File: config.mk
export PLATFORM = sky130hd
export DESIGN_NAME = mdc_clkgen
export DESIGN_NICKNAME = d
export VERILOG_FILES = /design/src/rtl/mdc_pkg.sv /design/src/rtl/mdc_ctl_reg.sv /design/src/rtl/mdc_halfcnt.sv /design/src/rtl/mdc_phase.sv /design/src/rtl/mdc_clkgen.sv
export SDC_FILE = /design/constraint.sdc
export NUM_CORES = 1
export LEC_CHECK = 0
export ABC_CLOCK_PERIOD_IN_PS = 2500
export BUFFER_PORTS_ARGS = -buffer_cell sky130_fd_sc_hd__clkbuf_2
export CORE_UTILIZATION = 42
export CTS_BUF_LIST = sky130_fd_sc_hd__clkbuf_8
export DETAILED_ROUTE_END_ITERATION = 8
export PLACE_DENSITY = 0.82
export RECOVER_POWER = 100
export SLEW_MARGIN = 20
export SYNTH_ARGS = -nofsm -noshare
export SYNTH_HDL_FRONTEND = slang
export SYNTH_SLANG_ARGS = --single-unit
File: constraint.sdc
create_clock -name clk -period 2.5 [get_ports clk]
set_clock_uncertainty 0.05 [all_clocks]
set_input_delay 0.25 -clock clk [delete_from_list [all_inputs] [get_ports clk]]
set_output_delay 0.25 -clock clk [all_outputs]
set_load 0.01 [all_outputs]
File: src/rtl/mdc_pkg.sv
package mdc_pkg;
  // Level of the management clock output.
  typedef enum logic {
    MDC_LOW  = 1'b0,
    MDC_HIGH = 1'b1
  } mdc_level_e;

  // Reload value for a half period of N bus cycles; zero speed parks the counter.
  function automatic logic [5:0] half_reload(input logic [5:0] n);
    return (n == 6'd0) ? 6'd0 : n - 6'd1;
  endfunction
endpackage

File: src/rtl/mdc_ctl_reg.sv
module mdc_ctl_reg #(
  parameter int DATA_W  = 32,
  parameter int SPD_W   = 6,
  parameter int SPD_LSB = 1,
  parameter int PRE_BIT = 7
) (
  input  logic              clk,
  input  logic              rst,
  input  logic              wr_en,
  input  logic [DATA_W-1:0] wr_data,
  output logic [SPD_W-1:0]  spd,
  output logic              pre_skip,
  output logic [DATA_W-1:0] rd_data
);
  localparam int SPD_MSB = SPD_LSB + SPD_W - 1;

  logic [SPD_W-1:0] spd_q;
  logic             pre_q;

  always_ff @(posedge clk) begin
    if (rst) begin
      spd_q <= '0;
      pre_q <= 1'b0;
    end else if (wr_en) begin
      spd_q <= wr_data[SPD_MSB:SPD_LSB];
      pre_q <= wr_data[PRE_BIT];
    end
  end

  // Reserved positions are never stored, so they read back as zero.
  always_comb begin
    rd_data                  = '0;
    rd_data[SPD_MSB:SPD_LSB] = spd_q;
    rd_data[PRE_BIT]         = pre_q;
  end

  assign spd      = spd_q;
  assign pre_skip = pre_q;
endmodule

File: src/rtl/mdc_halfcnt.sv
module mdc_halfcnt #(
  parameter int SPD_W = 6
) (
  input  logic             clk,
  input  logic             rst,
  input  logic [SPD_W-1:0] spd,
  output logic             tick
);
  logic [SPD_W-1:0] cnt_q;
  logic [SPD_W-1:0] reload;

  // The speed is read only when the count reaches zero (an MDC toggle point).
  assign reload = (spd == '0) ? '0 : spd - SPD_W'(1);
  assign tick   = (cnt_q == '0);

  always_ff @(posedge clk) begin
    if (rst)       cnt_q <= '0;
    else if (tick) cnt_q <= reload;
    else           cnt_q <= cnt_q - SPD_W'(1);
  end
endmodule

File: src/rtl/mdc_phase.sv
module mdc_phase
  import mdc_pkg::*;
#(
  parameter int SPD_W = 6
) (
  input  logic             clk,
  input  logic             rst,
  input  logic             tick,
  input  logic [SPD_W-1:0] spd,
  output logic             mdc,
  output logic             rise,
  output logic             fall,
  output logic             running
);
  mdc_level_e lvl_q;
  logic       rise_q, fall_q, run_q;
  logic       spd_zero;

  assign spd_zero = (spd == '0);

  always_ff @(posedge clk) begin
    if (rst) begin
      lvl_q  <= MDC_LOW;
      rise_q <= 1'b0;
      fall_q <= 1'b0;
      run_q  <= 1'b0;
    end else begin
      rise_q <= 1'b0;
      fall_q <= 1'b0;
      if (tick) begin
        if (lvl_q == MDC_HIGH) begin
          // A high phase always ends with a fall, even when stopping.
          lvl_q  <= MDC_LOW;
          fall_q <= 1'b1;
          if (spd_zero) run_q <= 1'b0;
        end else if (!spd_zero) begin
          lvl_q  <= MDC_HIGH;
          rise_q <= 1'b1;
          run_q  <= 1'b1;
        end else begin
          run_q <= 1'b0;
        end
      end
    end
  end

  assign mdc     = (lvl_q == MDC_HIGH);
  assign rise    = rise_q;
  assign fall    = fall_q;
  assign running = run_q;
endmodule

File: src/rtl/mdc_clkgen.sv
module mdc_clkgen #(
  parameter int DATA_W  = 32,
  parameter int SPD_W   = 6,
  parameter int SPD_LSB = 1,
  parameter int PRE_BIT = 7
) (
  input  logic              clk,
  input  logic              rst,
  input  logic              wr_en,
  input  logic [DATA_W-1:0] wr_data,
  output logic [DATA_W-1:0] rd_data,
  output logic              pre_skip,
  output logic              mdc,
  output logic              mdc_rise,
  output logic              mdc_fall,
  output logic              mdc_running
);
  logic [SPD_W-1:0] spd;
  logic             tick;

  mdc_ctl_reg #(
    .DATA_W (DATA_W),
    .SPD_W  (SPD_W),
    .SPD_LSB(SPD_LSB),
    .PRE_BIT(PRE_BIT)
  ) u_reg (
    .clk     (clk),
    .rst     (rst),
    .wr_en   (wr_en),
    .wr_data (wr_data),
    .spd     (spd),
    .pre_skip(pre_skip),
    .rd_data (rd_data)
  );

  mdc_halfcnt #(.SPD_W(SPD_W)) u_cnt (
    .clk (clk),
    .rst (rst),
    .spd (spd),
    .tick(tick)
  );

  mdc_phase #(.SPD_W(SPD_W)) u_ph (
    .clk    (clk),
    .rst    (rst),
    .tick   (tick),
    .spd    (spd),
    .mdc    (mdc),
    .rise   (mdc_rise),
    .fall   (mdc_fall),
    .running(mdc_running)
  );
endmodule

==> results.py, run 1 <==
metrics = {
    "logic_synthesis": {
        "synth.top_cell.area_share": 0.336,
        "synth-compound-area-share": 0.0963,
        "ys_top_cells_by_area": "dfxtp_1 (34%), buf_4 (19%), mux2i_1 (9.9%), nor2_1 (5.6%), ha_1 (3.7%)",
        "synth_area_leader_cell": "dfxtp_1",
        "ys_seq_elements": 17,
        "netlist_instances": 117,
        "synth_top_family_by_area": "buffers and inverters",
        "synthXorXnorAreaFrac": 0.0346,
        "synth-simple-area-share": 0.152,
        "yosysSeqAreaShare": 0.336,
        "yosys_warnings": 0,
        "syn_area_um2": 1010,
        "synthAdderAreaFrac": 0.0370,
        "syn_area_per_cell_um2": 8.66,
        "synth_mux_area_frac": 0.0988,
        "ys_types": 27,
    },
    "die": {
        "rows": 17,
        "dieHeight_um": 51.1,
        "core_um2": 2230,
        "start_util": 0.454,
        "fp.dieW_um": 51.1,
        "io_pins": 72,
        "die-area_um2": 2610,
    },
    "min_path": {
        "hold_depth": 3,
        "hp-class": "input port to flip-flop",
    },
    "power": {
        "vdd_drop_max_mv": 0.407,
        "p_leak_nw": 0.517,
        "powerDensity_nw_per_um2": 938,
        "power_uw": 990,
    },
    "setup_path": {
        "worstPathArrival_ns": 2.12,
        "crit_required_ns": 2.65,
        "critical_path.max_fanout": 8,
        "end_kind": "flip-flop",
        "timing_worst_setup_path_type": "flip-flop to flip-flop",
        "startpoint_type": "flip-flop",
        "reg2reg_depth": 6,
    },
    "run_status": {
        "outcome": "complete, no violations",
    },
    "detailed_routing": {
        "drtIter0Drc": 16,
        "post_drt_wl_per_cell_um": 10.3,
        "drt-vias-per-instance": 4.48,
        "topRoutingLayerUsed": "met4",
        "wl_met1_um": 695,
        "vias": 740,
        "route.met3.wl_um": 124,
        "drcViolationCount": 0,
        "dr_wl_met2_um": 834,
        "routed_wl_mm": 1.69,
        "antenna_left": 0,
        "drtPass1Iterations": 4,
    },
    "layout": {
        "nets": 176,
        "final_cell_mix": "conb_1 (25), dfxtp_1 (17), nor2_1 (15), clkbuf_1 (12), inv_1 (11)",
        "layout_commonest_cell": "conb_1",
        "multiInputGateArea_um2": 508,
        "stdcell_count": 165,
        "seqCellArea_um2": 340,
        "fillers": 239,
        "n_antenna_cell": 0,
        "areaGrowthSynthToFinish_pct": 4.20,
        "drive_above_1_share": 0.117,
    },
    "grt": {
        "grt_max_degree": 16,
        "grt_pass1_wl_mm": 2.64,
        "grt_pass1_vias": 602,
        "grt-ovfl-total": 0,
        "grt_antenna_before_repair": 0,
        "gr-usage-all-layers": 0.140,
    },
    "timing": {
        "timing.hold.ws_ns": 0.181,
        "slew_headroom": 0.615,
        "worst_pin_slew_ns": 0.576,
        "setup_viol": 0,
        "clock.fmax_mhz": 507,
        "finalCritPeriodShare": 0.789,
        "tns_ns": 0,
        "rsz0062_at_grt": "no",
        "drv_slew": 0,
        "hold_violations": 0,
        "min_period_ns": 1.97,
    },
    "cts": {
        "cts-root-buf": "clkbuf_8",
        "htree_levels": 1,
        "insertion_delay_ns": 0.25,
        "cts_setup_buffers": 0,
        "numCtsBuffers": 3,
        "post_cts_resize_count": 0,
        "cts_tree": "yes",
        "hold_buffers": 0,
        "cts.clk_slew.worst_paths_ns": 0.06,
        "cts_sinks": 17,
        "clock_path_buffers": 2,
    },
    "placement": {
        "dp.cells": 161,
        "gp_congestion": 0.832,
        "dp_hpwl_mm": 1.35,
        "io_buffers": 21,
    },
    "flow_run": {
        "maxCapViolCount": 0,
    },
}
-- power by group --
part / total, mW / internal [mW] / switching (mW)
registers: 0.392 / 0.338 / 0.0544
clock network: 0.198 / 0.109 / 0.0886
logic: 0.401 / 0.171 / 0.230
total: 0.990 / 0.618 / 0.373
-- path summary, 6_finish.rpt --
kind | slack, ns | to | startpoint
worst max-delay path | 0.53 | u_ph.rise | u_cnt.cnt_q[0]
worst min-delay path | 0.18 | u_reg.spd[2] | wr_data[3]
worst max register to register | 0.53 | u_ph.rise | u_cnt.cnt_q[0]
worst min register to register | 0.48 | u_ph.fall | u_ph.mdc
-- layer usage --
metal	global-route usage	up-vias
met5	0	-
met1	0.159	333
met3	0.0625	7
met2	0.219	30
met4	0.0694	0
li1	-	370
-- area by class of cell --
cell class | count | share of cell area
clock buffers | 3 | 0.0391
well taps | 28 | 0.0332
flip-flops and latches | 17 | 0.322
multi-input cells | 85 | 0.481
inverters | 10 | 0.0355
clock inverters | 1 | 0.00355
repair buffers | 21 | 0.0853
-- cells in the mapped netlist, drive strengths merged --
master and n:
nor2 17, nand2b 1, a21boi 1, nand2 3, conb 1, buf 27
inv 10, o221a 1, or3b 1, nand3 2, mux2i 10, nor3 4
dfxtp 17, nor2b 1, xnor2 1, o21ai 1, or3 2, a2111oi 1
a22oi 3, o22ai 1, clkbuf 2, xor2 3, ha 3, a21oi 3
a311oi 1
-- registers in the layout, summed over array words and instances (netlist names) --
register / count
u_ph.rise: 1
u_ph.running: 1
u_reg.spd: 6
u_ph.fall: 1
u_reg.pre_skip: 1
u_ph.mdc: 1
u_cnt.cnt_q: 6
-- cell families (layout without fill, tap and decap cells) --
family          Yosys count  in the layout
compound gates           12             12
xor+xnor                  4              4
fa+ha+maj                 3              3
buf+inv                  39             35
flops                    17             17
mux                      10             10
other cells               1             25
simple gates             31             31
-- worst max-delay path, cell delays in order (launching register included) --
cell and delay, ns:
dfxtp_1 0.31, inv_1 0.07, ha_1 0.20, or3b_1 0.43, or3_1 0.47, nand2b_1 0.26
nor2_2 0.12
-- through the flow --
stage,worst slack [ns],utilization,area [µm²]
after floorplan,0.707,-,1100
after global placement,0.633,0.464,1040
after detailed placement,0.571,0.464,1040
after CTS,0.563,0.484,1080
after global routing,0.420,0.473,1060
final,0.527,0.473,1060
(Power assumes the default switching activity.)
==> run 2: changes to the inputs <==
Settings changed: ABC_CLOCK_PERIOD_IN_PS 2500 to 1700, CORE_UTILIZATION 42 to 38, PLACE_DENSITY 0.82 to 0.78.
Clock period 2.5 ns to 1.7 ns, I/O delays scaled along.
==> results.py, run 2 (synthesized netlist as in run 1, its figures left out) <==
metrics = {
    "run_status": {
        "outcome": "finished with violations",
        "violations": "setup timing",
    },
    "setup_path": {
        "r2r-end": "u_ph.running",
        "startpoint_type": "flip-flop",
        "end_kind": "flip-flop",
        "reg2reg_from": "u_cnt.cnt_q[1]",
        "timing_worst_setup_path_type": "flip-flop to flip-flop",
        "crit_required_ns": 1.81,
        "worstPathArrival_ns": 1.85,
        "critical_path.max_fanout": 8,
        "reg2reg_depth": 5,
        "r2r_setup_slack_ns": -0.04,
    },
    "layout": {
        "layout_commonest_cell": "conb_1",
        "drive_above_1_share": 0.264,
        "areaGrowthSynthToFinish_pct": 18.0,
        "nets": 187,
        "n_antenna_cell": 0,
        "final_cell_mix": "conb_1 (25), dfxtp_1 (15), nor2_1 (14), clkbuf_1 (14), mux2i_1 (10)",
    },
    "power": {
        "vdd_drop_max_mv": 0.898,
        "p_seq_frac": 0.336,
        "intPower_mw": 1.10,
        "p_leak_nw": 0.574,
        "pwr-share-clk": 0.179,
        "swShare": 0.364,
        "powerDensity_nw_per_um2": 1450,
        "power.switching_uw": 632,
        "combPwrFrac": 0.485,
    },
    "placement": {
        "place_ws_ns": -0.127,
        "gp_congestion": 0.866,
        "io_buffers": 21,
        "dp_hpwl_mm": 1.41,
    },
    "cts": {
        "htree_levels": 1,
        "insertion_delay_ns": 0.26,
        "numCtsBuffers": 3,
        "clock_path_buffers": 2,
        "hold_buffers": 0,
        "cts_tree": "yes",
        "cts_sinks": 17,
        "cts.clk_slew.worst_paths_ns": 0.07,
        "cts-root-buf": "clkbuf_8",
    },
    "timing": {
        "drv_slew": 0,
        "worst_pin_slew_ns": 0.536,
        "min_period_ns": 1.74,
        "rsz0062_at_grt": "yes",
        "hold_violations": 0,
        "timing.hold.ws_ns": 0.0962,
        "layout_setup_ws_ns": -0.0420,
        "setup_viol": 6,
        "slew_headroom": 0.640,
        "clock.fmax_mhz": 574,
        "finalCritPeriodShare": 1.02,
    },
    "die": {
        "fp.dieW_um": 53.6,
        "die-area_um2": 2880,
        "core_um2": 2500,
        "rows": 18,
        "start_util": 0.405,
        "io_pins": 72,
        "dieHeight_um": 53.6,
    },
    "min_path": {
        "hold_depth": 3,
        "min_from": "wr_data[4]",
        "hp-class": "input port to flip-flop",
        "min_to": "u_reg.spd[3]",
    },
    "grt": {
        "grt-ovfl-total": 0,
        "grt_pass1_wl_mm": 2.77,
        "grt-busiest-layer": "met2",
        "use_met2": 0.252,
        "gr-usage-all-layers": 0.139,
        "grt_max_degree": 16,
        "gr-usage-met3": 0.0593,
        "use_met1": 0.144,
        "grt_antenna_before_repair": 0,
        "grt_pass1_vias": 648,
    },
    "detailed_routing": {
        "drtIter0Drc": 4,
        "drcViolationCount": 0,
        "drtPass1Iterations": 4,
        "routed_wl_mm": 1.83,
        "drt-vias-per-instance": 4.46,
        "post_drt_wl_per_cell_um": 10.3,
        "antenna_left": 0,
        "vias": 793,
    },
    "flow_run": {
        "maxCapViolCount": 0,
    },
}
==> run 2: final cells by class <==
class / count / area [µm²]
Timing Repair Buffer: 32 / 165
Clock buffer: 3 / 41.3
Multi-Input combinational cell: 85 / 567
Clock inverter: 1 / 5.00
Fill cell: 244 / 1300
Inverter: 10 / 37.5
Tap cell: 30 / 37.5
Sequential cell: 17 / 343
==> run 2: per-layer routing <==
layer	up-vias	share of wire	wire [µm]
li1	392	-	-
met1	367	0.41	741
met2	32	0.51	934
met3	2	0.072	131
met4	0	0.011	21
met5	-	0	0
==> run 2: worst max path at each step <==
stage | endpoint | start | slack (ns)
2_1_floorplan | u_ph.running | u_cnt.cnt_q[0] | -0.07
4_1_cts | u_cnt.cnt_q[1] | u_cnt.cnt_q[1] | -0.05
5_1_grt | u_cnt.cnt_q[2] | u_cnt.cnt_q[1] | -0.09
3_3_place_gp | u_cnt.cnt_q[1] | u_cnt.cnt_q[1] | -0.09
3_5_place_dp | u_cnt.cnt_q[1] | u_cnt.cnt_q[1] | -0.13
6_report | u_ph.running | u_cnt.cnt_q[1] | -0.04
==> run 2: stage by stage <==
step	utilization	setup TNS (ns)	instance area, µm²	power [mW]	cells
floorplan	-	-0.248	1130	1.19	141
global placement	0.450	-0.510	1120	1.31	172
detailed placement	0.450	-0.800	1120	1.34	172
CTS	0.477	-0.183	1190	1.71	178
global route	0.478	-0.571	1200	1.84	178
finish	0.478	-0.141	1200	1.74	178
==> run 2: critical path: stages, from the launching register on <==
cell	delay, ns
dfxtp_2	0.33
inv_2	0.06
ha_4	0.12
or3b_4	0.37
or3_4	0.45
o221a_1	0.25
==> run 2: what timing repair did <==
item,CTS,global route
gates cloned,0,0
setup buffers,2,0
gates resized for setup,2,6
pin swaps,0,3
endpoints found under the setup margin,9,9
==> run 2: power groups by stage <==
stage / logic (mW) / registers, mW / clock network [mW]
6_report: 0.843 / 0.583 / 0.310
5_1_grt: 0.919 / 0.595 / 0.325
4_1_cts: 0.814 / 0.578 / 0.314
3_5_place_dp: 0.760 / 0.583 / 0
3_3_place_gp: 0.732 / 0.577 / 0
2_1_floorplan: 0.593 / 0.594 / 0
==> run 3: changes to the inputs <==
Settings changed: ABC_CLOCK_PERIOD_IN_PS 1700 to 1540, CORE_UTILIZATION 38 to 36, CTS_BUF_LIST sky130_fd_sc_hd__clkbuf_8 to sky130_fd_sc_hd__clkbuf_4 sky130_fd_sc_hd__clkbuf_8 sky130_fd_sc_hd__clkbuf_16, PLACE_DENSITY 0.78 to 0.75.
Clock period 1.7 ns to 1.54 ns, I/O delays scaled along.
==> results.py, run 3 (synthesized netlist as in run 1, its figures left out) <==
metrics = {
    "min_path": {
        "hp-class": "input port to flip-flop",
        "min_from": "wr_data[7]",
    },
    "setup_path": {
        "cp-endpoint": "u_ph.running",
        "timing_worst_setup_path_type": "flip-flop to flip-flop",
        "end_kind": "flip-flop",
        "crit_start": "u_cnt.cnt_q[0]",
        "crit_required_ns": 1.68,
        "critical_path.max_fanout": 8,
        "startpoint_type": "flip-flop",
        "r2r_setup_slack_ns": -0.19,
        "reg2reg_depth": 5,
        "worstPathArrival_ns": 1.87,
        "r2r-end": "u_ph.running",
        "reg2reg_from": "u_cnt.cnt_q[0]",
    },
    "grt": {
        "gr-usage-all-layers": 0.140,
        "grt_antenna_before_repair": 0,
        "grt-ovfl-total": 0,
        "grt_max_degree": 16,
        "grt_pass1_vias": 671,
        "grt_pass1_wl_mm": 2.90,
    },
    "layout": {
        "nets": 191,
        "utilization": 0.469,
        "n_antenna_cell": 0,
        "layout_commonest_cell": "conb_1",
        "drive_above_1_share": 0.263,
        "final_area_um2": 1200,
        "areaGrowthSynthToFinish_pct": 18.9,
        "final_cell_mix": "conb_1 (25), clkbuf_1 (16), dfxtp_1 (16), nor2_1 (15)",
    },
    "timing": {
        "finalCritPeriodShare": 1.12,
        "min_period_ns": 1.73,
        "worst_pin_slew_ns": 0.569,
        "timing.hold.ws_ns": 0.0337,
        "clock.fmax_mhz": 578,
        "slew_headroom": 0.618,
        "hold_violations": 0,
        "layout_setup_ws_ns": -0.190,
        "tns_ns": -1.39,
        "drv_slew": 0,
        "setup_viol": 10,
        "rsz0062_at_grt": "yes",
    },
    "die": {
        "die-area_um2": 3030,
        "core_um2": 2570,
        "io_pins": 72,
        "dieHeight_um": 55.1,
        "rows": 18,
        "fp.dieW_um": 55.1,
        "start_util": 0.395,
    },
    "detailed_routing": {
        "vias": 805,
        "drtPass1Iterations": 4,
        "routed_wl_mm": 1.93,
        "antenna_left": 0,
        "drtIter0Drc": 3,
        "post_drt_wl_per_cell_um": 10.6,
        "drt-vias-per-instance": 4.42,
        "drcViolationCount": 0,
    },
    "cts": {
        "cts_sinks": 17,
        "insertion_delay_ns": 0.30,
        "cts.clk_slew.worst_paths_ns": 0.11,
        "htree_levels": 1,
        "numCtsBuffers": 3,
        "cts-root-buf": "clkbuf_4",
        "cts_tree": "yes",
        "clock_path_buffers": 2,
    },
    "placement": {
        "gp_congestion": 0.804,
        "io_buffers": 21,
        "dp_hpwl_mm": 1.46,
        "placed_area_um2": 1150,
    },
    "power": {
        "p_leak_nw": 0.580,
        "powerDensity_nw_per_um2": 1560,
        "vdd_drop_max_mv": 1.25,
    },
    "run_status": {
        "outcome": "finished with violations",
        "violations": "setup timing",
    },
    "flow_run": {
        "maxCapViolCount": 0,
    },
}
## run 3: critical path, stage by stage (launching register included)
cell and delay, ns:
dfxtp_2 0.34, inv_2 0.07, ha_4 0.12, or3b_4 0.37, or3_4 0.40, o221a_1 0.26
## run 3: how the worst min path moves through the flow
| stage | endpoint | slack (ns) | depth (start not counted) |
|---|---|---|---|
| after floorplan | u_reg.spd[5] | 0.18 | 1 |
| after global placement | u_reg.spd[5] | 0.34 | 3 |
| after detailed placement | u_reg.spd[4] | 0.35 | 3 |
| after CTS | u_reg.spd[4] | 0.03 | 3 |
| after global routing | u_reg.pre_skip | 0.03 | 3 |
| final | u_reg.pre_skip | 0.03 | 3 |
## run 3: repair_timing
action,in CTS,in global routing
buffers inserted,2,1
cloned,0,0
setup endpoints to repair,10,10
hold buffers,0,0
pin swaps,2,3
gates resized for setup,7,1
## run 3: cell type report
class	count	area, µm²
Fill cell	273	1360
Multi-Input combinational cell	85	569
Sequential cell	17	342
Timing Repair Buffer	36	191
Inverter	10	37.5
Tap cell	30	37.5
Clock buffer	3	22.5
Clock inverter	1	5.00
## run 3: stage by stage
stage / power, mW / std cells / setup slack [ns]
after detailed placement: 1.49 / 175 / -0.302
after CTS: 1.87 / 181 / -0.198
final: 1.87 / 182 / -0.190
after global placement: 1.45 / 175 / -0.248
after floorplan: 1.31 / 141 / -0.227
after global routing: 2.01 / 182 / -0.233
## run 3: per-layer routing
metal	GRT usage	wire, µm	vias to the layer above
met5	0	0	-
met4	0.0500	18	0
met3	0.0492	111	2
met2	0.247	989	28
met1	0.154	806	377
li1	-	-	398
## run 3: power breakdown
group          internal [mW]  total [mW]  leakage, nW  switching (mW)
sequential             0.549       0.631        0.140          0.0819
combinational          0.520       0.996        0.422           0.476
clock                 0.0967       0.247       0.0177           0.151
